`config.mk`:
```
export PLATFORM = sky130hd
export DESIGN_NAME = nib_pal_decoder
export DESIGN_NICKNAME = d
export VERILOG_FILES = /design/src/rtl/npd_pkg.sv /design/src/rtl/npd_codebook.sv /design/src/rtl/npd_unpacker.sv /design/src/rtl/npd_out_stage.sv /design/src/rtl/nib_pal_decoder.sv
export SDC_FILE = /design/constraint.sdc
export NUM_CORES = 1
export LEC_CHECK = 0
export ABC_AREA = 1
export BUFFER_PORTS_ARGS = -buffer_cell sky130_fd_sc_hd__buf_2
export CAP_MARGIN = 20
export CORE_MARGIN = 1
export CORE_UTILIZATION = 50
export CTS_CLUSTER_DIAMETER = 80
export DETAILED_ROUTE_END_ITERATION = 8
export GPL_TIMING_DRIVEN = 0
export PLACE_DENSITY = 0.68
export REMOVE_ABC_BUFFERS = 1
export SLEW_MARGIN = 20
export SYNTH_ARGS = -nofsm -noshare
export SYNTH_HDL_FRONTEND = slang
export SYNTH_HIERARCHICAL = 1
export SYNTH_SLANG_ARGS = --single-unit
```
`constraint.sdc`:
```
create_clock -name clk -period 5.45 [get_ports clk]
set_input_delay 0.545 -clock clk [delete_from_list [all_inputs] [get_ports clk]]
set_output_delay 0.545 -clock clk [all_outputs]
set_load 0.03 [all_outputs]
```
`src/rtl/npd_pkg.sv`:
```
package npd_pkg;
  localparam int unsigned IDX_W  = 4;
  localparam int unsigned WORD_W = 16;
  localparam int unsigned BYTE_W = 2 * IDX_W;
  localparam int unsigned ENTRIES = 1 << IDX_W;
  typedef logic [WORD_W-1:0] fp16_t;
  typedef logic [IDX_W-1:0]  idx_t;
endpackage

```
`src/rtl/npd_codebook.sv`:
```
module npd_codebook #(
  parameter int unsigned IDX_W  = 4,
  parameter int unsigned WORD_W = 16
) (
  input  logic              clk,
  input  logic              rst_n,
  input  logic              wr_en,
  input  logic [IDX_W-1:0]  wr_addr,
  input  logic [WORD_W-1:0] wr_data,
  input  logic [IDX_W-1:0]  rd_idx,
  output logic [WORD_W-1:0] rd_data
);
  localparam int unsigned ENTRIES = 1 << IDX_W;

  logic [WORD_W-1:0] entry_q [ENTRIES];

  for (genvar g = 0; g < ENTRIES; g++) begin : g_entry
    logic sel;
    assign sel = wr_en && (wr_addr == IDX_W'(g));
    always_ff @(posedge clk or negedge rst_n) begin
      if (!rst_n)   entry_q[g] <= '0;
      else if (sel) entry_q[g] <= wr_data;
    end
  end

  assign rd_data = entry_q[rd_idx];
endmodule

```
`src/rtl/npd_unpacker.sv`:
```
module npd_unpacker #(
  parameter int unsigned IDX_W = 4,
  parameter int unsigned CNT_W = 16
) (
  input  logic               clk,
  input  logic               rst_n,
  input  logic               load,
  input  logic [CNT_W-1:0]   count,
  input  logic               active,
  input  logic               in_valid,
  input  logic [2*IDX_W-1:0] in_byte,
  output logic               in_ready,
  input  logic               take,
  output logic               nib_valid,
  output logic [IDX_W-1:0]   nib_idx,
  output logic               nib_last
);
  localparam int unsigned BYTE_W = 2 * IDX_W;

  logic [BYTE_W-1:0] byte_q, byte_d;
  logic              full_q, full_d;
  logic              hi_q, hi_d;
  logic [CNT_W-1:0]  fetch_q, fetch_d;
  logic [CNT_W-1:0]  emit_q, emit_d;
  logic              accept, emit;

  assign in_ready  = active && !full_q && (fetch_q != '0);
  assign accept    = in_valid && in_ready;
  assign nib_valid = full_q;
  assign nib_idx   = hi_q ? byte_q[BYTE_W-1:IDX_W] : byte_q[IDX_W-1:0];
  assign nib_last  = (emit_q == CNT_W'(1));
  assign emit      = full_q && take;

  always_comb begin
    byte_d  = byte_q;
    full_d  = full_q;
    hi_d    = hi_q;
    fetch_d = fetch_q;
    emit_d  = emit_q;
    if (load) begin
      full_d  = 1'b0;
      hi_d    = 1'b0;
      fetch_d = count;
      emit_d  = count;
    end else if (accept) begin
      byte_d  = in_byte;
      full_d  = 1'b1;
      hi_d    = 1'b0;
      fetch_d = (fetch_q >= CNT_W'(2)) ? fetch_q - CNT_W'(2) : '0;
    end else if (emit) begin
      emit_d = emit_q - CNT_W'(1);
      if (hi_q || nib_last) full_d = 1'b0;
      else                  hi_d   = 1'b1;
    end
  end

  always_ff @(posedge clk or negedge rst_n) begin
    if (!rst_n) begin
      byte_q  <= '0;
      full_q  <= 1'b0;
      hi_q    <= 1'b0;
      fetch_q <= '0;
      emit_q  <= '0;
    end else begin
      byte_q  <= byte_d;
      full_q  <= full_d;
      hi_q    <= hi_d;
      fetch_q <= fetch_d;
      emit_q  <= emit_d;
    end
  end
endmodule

```
`src/rtl/npd_out_stage.sv`:
```
module npd_out_stage #(
  parameter int unsigned WORD_W = 16
) (
  input  logic              clk,
  input  logic              rst_n,
  input  logic              src_valid,
  input  logic [WORD_W-1:0] src_data,
  input  logic              src_last,
  output logic              slot_free,
  output logic              out_valid,
  output logic [WORD_W-1:0] out_data,
  input  logic              out_ready,
  output logic              last_fire
);
  logic              vld_q, vld_d;
  logic [WORD_W-1:0] dat_q, dat_d;
  logic              lst_q, lst_d;
  logic              load;

  assign slot_free = !vld_q || out_ready;
  assign load      = src_valid && slot_free;
  assign last_fire = vld_q && out_ready && lst_q;

  always_comb begin
    vld_d = vld_q;
    dat_d = dat_q;
    lst_d = lst_q;
    if (load) begin
      vld_d = 1'b1;
      dat_d = src_data;
      lst_d = src_last;
    end else if (out_ready) begin
      vld_d = 1'b0;
    end
  end

  always_ff @(posedge clk or negedge rst_n) begin
    if (!rst_n) begin
      vld_q <= 1'b0;
      dat_q <= '0;
      lst_q <= 1'b0;
    end else begin
      vld_q <= vld_d;
      dat_q <= dat_d;
      lst_q <= lst_d;
    end
  end

  assign out_valid = vld_q;
  assign out_data  = dat_q;
endmodule

```
`src/rtl/nib_pal_decoder.sv`:
```
module nib_pal_decoder
  import npd_pkg::*;
#(
  parameter int unsigned CNT_W = 16
) (
  input  logic              clk,
  input  logic              rst_n,
  input  logic              cb_we,
  input  logic [IDX_W-1:0]  cb_addr,
  input  logic [WORD_W-1:0] cb_wdata,
  input  logic              start,
  input  logic [CNT_W-1:0]  elem_count,
  input  logic              in_valid,
  input  logic [BYTE_W-1:0] in_byte,
  output logic              in_ready,
  output logic              out_valid,
  output logic [WORD_W-1:0] out_data,
  input  logic              out_ready,
  output logic              busy,
  output logic              done
);
  logic  busy_q, busy_d;
  logic  done_q, done_d;
  logic  go;
  logic  slot_free, nib_valid, nib_last, last_fire;
  idx_t  nib_idx;
  fp16_t cb_rd;

  assign go = start && !busy_q && (elem_count != '0);

  always_comb begin
    busy_d = busy_q;
    done_d = 1'b0;
    if (go) begin
      busy_d = 1'b1;
    end else if (last_fire) begin
      busy_d = 1'b0;
      done_d = 1'b1;
    end
  end

  always_ff @(posedge clk or negedge rst_n) begin
    if (!rst_n) begin
      busy_q <= 1'b0;
      done_q <= 1'b0;
    end else begin
      busy_q <= busy_d;
      done_q <= done_d;
    end
  end

  npd_codebook #(.IDX_W(IDX_W), .WORD_W(WORD_W)) u_cb (
    .clk     (clk),
    .rst_n   (rst_n),
    .wr_en   (cb_we && !busy_q),
    .wr_addr (cb_addr),
    .wr_data (cb_wdata),
    .rd_idx  (nib_idx),
    .rd_data (cb_rd)
  );

  npd_unpacker #(.IDX_W(IDX_W), .CNT_W(CNT_W)) u_unp (
    .clk       (clk),
    .rst_n     (rst_n),
    .load      (go),
    .count     (elem_count),
    .active    (busy_q),
    .in_valid  (in_valid),
    .in_byte   (in_byte),
    .in_ready  (in_ready),
    .take      (slot_free),
    .nib_valid (nib_valid),
    .nib_idx   (nib_idx),
    .nib_last  (nib_last)
  );

  npd_out_stage #(.WORD_W(WORD_W)) u_out (
    .clk       (clk),
    .rst_n     (rst_n),
    .src_valid (nib_valid),
    .src_data  (cb_rd),
    .src_last  (nib_last),
    .slot_free (slot_free),
    .out_valid (out_valid),
    .out_data  (out_data),
    .out_ready (out_ready),
    .last_fire (last_fire)
  );

  assign busy = busy_q;
  assign done = done_q;
endmodule

```
==> impl_metrics.toml, run 1 <==
[clocking]
cts_max_path_buffers = 3
path_clk_slew_ns = 0.06
post_cts_resized = 0
cts.sinks = 318
worstSkewPairLatency_ns = 0.52
cts_tree = "done"
cts_setup_buffers = 0
cts_hold_buf = 1
clock-root-buffer = "clkbuf_16"
cts_buffers = 36
cts_max_level = 2

[timing]
finalSetupViolCount = 0
finalHoldWorstSlack_ns = 0.2487
rsz0062_at_grt = "no"
max_freq_mhz = 313.5
hold_violations = 0
skew_ns = 0.01082
period_share = 0.5852
relSlewSlack = 0.3279
drv_slew = 0
fin_setup_tns_ns = 0
period_needed_ns = 3.189
tightest_slew_ns = 1.007

[setup_path]
reg2reg_from = "u_unp/hi_q"
ff2ff_path_depth = 13
cp-end-kind = "register"
critical_path_class = "register to register"
rrSetupSlack_ns = 2.26
r2r_end = "u_out/out_data[7]"
crit_path_max_fanout = 73
critPathArrivalTime_ns = 3.60
worstSetupStartpointType = "register"
cp.required_ns = 5.86

[route]
wire_per_inst_um = 16.71
drt-pass1-iter-count = 7
antenna_left = 0
drc = 0
route.vias.total = 14050
via_per_inst = 5.353
drt_iter0_drc = 1388
totalWireLength_mm = 43.86

[min_path]
hold_class = "primary input to register"
holdPathEnd = "u_unp/byte_q[0]"
min-delay-start = "in_byte[0]"
min_path_cells = 3

[pwr]
power_density_mw_per_mm2 = 540.6
power_uw = 9879
ir_drop_mv = 0.2925
p_leak_uw = 0.009119

[floorplan]
die_x_um = 181.6
fp.coreArea_mm2 = 0.03164
initial_utilization = 0.5095
core.rowCount = 65
pin_count = 70
die_area_mm2 = 0.03296
chipHeight_um = 181.6

[finish]
drive_gt1_frac = 0.09226
n_antenna_cell = 0
fin_cells = 2624
design_area_mm2 = 0.01828
nNetsFinal = 2255
syn_to_final_growth_pct = 13.37

[placed_design]
numPortBuffers = 69
place_congestion = 0.9017
hpwlAfterDp_mm = 27.15
place_inst = 2565
postPlaceCellArea_mm2 = 0.01718

[job]
maxCapViolCount = 0

[yosys]
synth_xor_area_frac = 0.005434
ys_seq_area_frac = 0.4937
synth_edf_count = 0
synth_cells = 2196
yosys_register_bits = 318
synth.area.mux_share = 0.0006210
yosysTopAreaCell = "dfrtp_1"
ys_top_cells_by_count = "766 x nand2_1, 318 x dfrtp_1, 299 x inv_1"
ys.warnings.count = 6
synth.avg_cell_area_um2 = 7.340
synth.top_cell.area_share = 0.4937
ys_types = 41
synth-compound-area-share = 0.09237
yosysMostFrequentCell = "nand2_1"
async_reset_ff_frac = 1.000
yosys.area_share.simple = 0.2958
synthAdderAreaFrac = 0.002329
syn_area_mm2 = 0.01612
dominantRegCellSynth = "dfrtp_1"
synth_top_family_by_area = "simple AND/OR/NAND/NOR gates"
synthTopCellsByArea = "dfrtp_1 49%, nand2_1 18%, o21ai_0 8.5%"

[grt]
track_usage = 0.2742
grt_pass1_vias = 13560
grt_pass1_wl_mm = 72.06
antenna_found_initial = 0
overflow = 0
grt_max_degree = 97

[status]
status = "completed"
power breakdown:
| group | internal (uW) | switching [uW] |
|---|---|---|
| sequential | 2890 | 364 |
| combinational | 1530 | 2820 |
| clock | 1330 | 942 |
| total | 5750 | 4130 |
through the flow:
step | setup slack [ns] | util
2_1_floorplan | -7.890 | -
3_3_place_gp | -22.69 | 0.5164
3_5_place_dp | 2.117 | 0.5432
4_1_cts | 2.304 | 0.5776
5_1_grt | 2.021 | 0.5777
6_report | 2.261 | 0.5777
final cells by class:
type | instances | area, um^2
Clock buffer | 50 | 1005
Clock inverter | 8 | 75.07
Fill cell | 2838 | 13360
Inverter | 303 | 1146
Multi-Input combinational cell | 1444 | 6514
Sequential cell | 318 | 7959
Tap cell | 402 | 503.0
Timing Repair Buffer | 99 | 1074
layout by cell type, fill, tap and decap left out, drive strengths merged, types with 2 or more instances in the layout:
master,instances
buf,98
nand2,776
inv,304
a31oi,6
nor3,3
o21ai,280
xnor2,4
ha,3
nor2,86
nand3,265
a21oi,3
nand4,3
dfrtp,318
clkinv,5
clkbuf,50
and3,2
xor2,6
sequential cells by signal, summed over array words and instances (netlist names), 8 cells and up:
name / cells
u_unp/byte_q: 8
u_cb/entry_q: 256
u_unp/emit_q: 16
u_out/out_data: 16
u_unp/fetch_q: 16
critical path, cell delays in order, from the launching register on:
cell	delay (ns)
dfrtp_1	0.68
o21ai_4	0.26
buf_16	0.23
buf_16	0.17
buf_16	0.17
inv_6	0.48
buf_16	0.34
nand2_1	0.10
nand3_1	0.09
nand3_1	0.15
nand3_1	0.13
nand2_1	0.08
nand3_2	0.07
nand2_1	0.07
routing by layer:
layer	GRT usage	up-vias	wire (um)
li1	-	6816	-
met2	0.4580	428	21070
met4	0.1044	0	1392
met3	0.03791	95	2304
met1	0.3630	6708	19090
met5	0	-	0
logic make-up (layout without fill, tap and decap cells):
group / after synthesis / after routing
AND/OR/NAND/NOR: 1137 / 1137
flip-flops: 318 / 318
AO/OA/AOI/OAI: 293 / 293
multiplexers: 1 / 1
adder cells (fa/ha/maj): 3 / 3
XOR/XNOR: 10 / 10
buffers and inverters: 434 / 460
worst max-delay path by stage:
stage                             start                 to  slack (ns)  cells past startpoint
after floorplan              u_unp/hi_q  u_out/out_data[1]       -7.89                      9
after global placement       u_unp/hi_q  u_out/out_data[1]      -22.69                      9
after detailed placement  elem_count[4]    u_unp/emit_q[1]        2.12                     12
after CTS                    u_unp/hi_q  u_out/out_data[7]        2.30                     14
after global routing               busy    u_unp/emit_q[1]        2.02                      8
final                        u_unp/hi_q  u_out/out_data[7]        2.26                     13
(Power assumes the default switching activity.)
==> run 2: changes to the inputs <==
==> constraint.sdc (replaced) <==
create_clock -name clk -period 3.06 [get_ports clk]
set_input_delay 0.306 -clock clk [delete_from_list [all_inputs] [get_ports clk]]
set_output_delay 0.306 -clock clk [all_outputs]
set_load 0.03 [all_outputs]
==> impl_metrics.toml, run 2 (synthesized netlist as in run 1, its figures left out) <==
[status]
status = "completed"

[pwr]
power_uw = 17660
p_leak_uw = 0.009130
power_density_mw_per_mm2 = 963.5
ir_drop_mv = 0.5182

[clocking]
path_clk_slew_ns = 0.06
cts.sinks = 318
cts_max_path_buffers = 3
cts_tree = "done"
clock-root-buffer = "clkbuf_16"
worstSkewPairLatency_ns = 0.52
cts_buffers = 36
cts_max_level = 2

[timing]
rsz0062_at_grt = "no"
finalSetupViolCount = 0
relSlewSlack = 0.3335
period_share = 0.8991
max_freq_mhz = 363.5
period_needed_ns = 2.751
tightest_slew_ns = 0.9986
finalHoldWorstSlack_ns = 0.01080
hold_violations = 0
skew_ns = 0.01076
drv_slew = 0

[setup_path]
critPathArrivalTime_ns = 3.16
path_cells = "nand2_1 -> o21ai_4 -> buf_16 -> buf_16 -> buf_16 -> inv_12 -> buf_16 -> nand2_1 -> nand3_1 -> nand3_1 -> nand3_1 -> nand2_1 -> nand3_2 -> nand2_1"
critical_path_class = "register to register"
slowest_stage = "dfrtp_2"
cp-end-kind = "register"
crit_path_max_fanout = 73
cpPeakStageDelay_ns = 0.52
critPathTopFamily = "buffers and inverters"
cp_num_buf_inv = 5
cp.required_ns = 3.47
worstSetupStartpointType = "register"

[floorplan]
die_x_um = 181.6
fp.coreArea_mm2 = 0.03164
chipHeight_um = 181.6
die_area_mm2 = 0.03296
core.rowCount = 65
pin_count = 70
initial_utilization = 0.5095

[grt]
antenna_found_initial = 0
grt_max_degree = 97
grt_pass1_wl_mm = 72.14
track_usage = 0.2745
overflow = 0
grt_pass1_vias = 13570

[finish]
top_register = "u_cb/entry_q"
design_area_mm2 = 0.01833
n_antenna_cell = 0
regArea_mm2 = 0.007960
drive_gt1_frac = 0.09434
largest_register_ffs = 256
final_cell_mix = "761 x nand2_1, 316 x dfrtp_1, 296 x inv_1"
nFillCells = 2830
multi_input_area_mm2 = 0.006516
syn_to_final_growth_pct = 13.68
mostFrequentLayoutCell = "nand2_1"
fin_cells = 2628
nNetsFinal = 2259

[route]
antenna_left = 0
drc = 0
route.vias.total = 14080
totalWireLength_mm = 43.99
drt_iter0_drc = 1376
via_per_inst = 5.359
wire_per_inst_um = 16.74
drt-pass1-iter-count = 5

[placed_design]
hpwlAfterDp_mm = 27.15
postPlaceCellArea_mm2 = 0.01718
place_congestion = 0.9017
numPortBuffers = 69
place_inst = 2565

[min_path]
hold_class = "primary input to register"

[job]
maxCapViolCount = 0
==> run 2: area by class of cell <==
class                   count  area share
repair buffers            103     0.06049
flip-flops and latches    318      0.4344
clock buffers              50     0.05483
inverters                 303     0.06316
clock inverters             8    0.004097
multi-input cells        1444      0.3556
well taps                 402     0.02745
==> run 2: where the power goes <==
part	switching, uW	internal (uW)	total (uW)
Combinational	5050	2750	7810
Clock	1680	2370	4050
Sequential	647	5150	5800
Total	7380	10300	17700
==> run 2: worst register-to-register path: cells and delay by family (launching register included) <==
kind	cells	cell delay, ns
AO/OA/AOI/OAI	1	0.10
buffers and inverters	5	1.16
flip-flops	1	0.52
AND/OR/NAND/NOR	8	0.86
==> run 2: repair_timing <==
item	CTS	global route
pin swaps	0	1
setup buffers	0	2
setup endpoints to repair	8	8
gates cloned	0	0
hold buffers	3	0
resized for setup	2	4
endpoints found under the hold margin	57	0
==> run 2: per-stage QoR <==
step,setup TNS (ns),utilization,worst slack (ns)
floorplan,-164.12,-,-10.28
global placement,-1858.00,0.5164,-25.08
detailed placement,-0.2334,0.5432,-0.07003
CTS,0,0.5784,0.02854
global route,0,0.5792,0.1188
finish,0,0.5792,0.3088
==> run 2: worst paths after layout <==
kind,slack [ns],startpoint,end,depth (start not counted)
hold / removal,0.01,in_byte[5],u_unp/byte_q[5],3
setup / recovery,0.31,u_unp/hi_q,u_out/out_data[7],14
hold reg to reg,0.47,u_out/lst_q,u_out/lst_q,2
setup reg to reg,0.31,u_unp/hi_q,u_out/out_data[7],14
min in group asynchronous,0.33,rst_n,u_cb/entry_q[190],2
max in group asynchronous,1.53,rst_n,u_cb/entry_q[18],4
==> run 2: per-layer routing <==
layer	share of wire	vias up	track usage
met3	0.055	97	0.03791
met5	0	-	0
li1	-	6827	-
met4	0.032	0	0.1044
met2	0.48	432	0.4582
met1	0.43	6727	0.3636
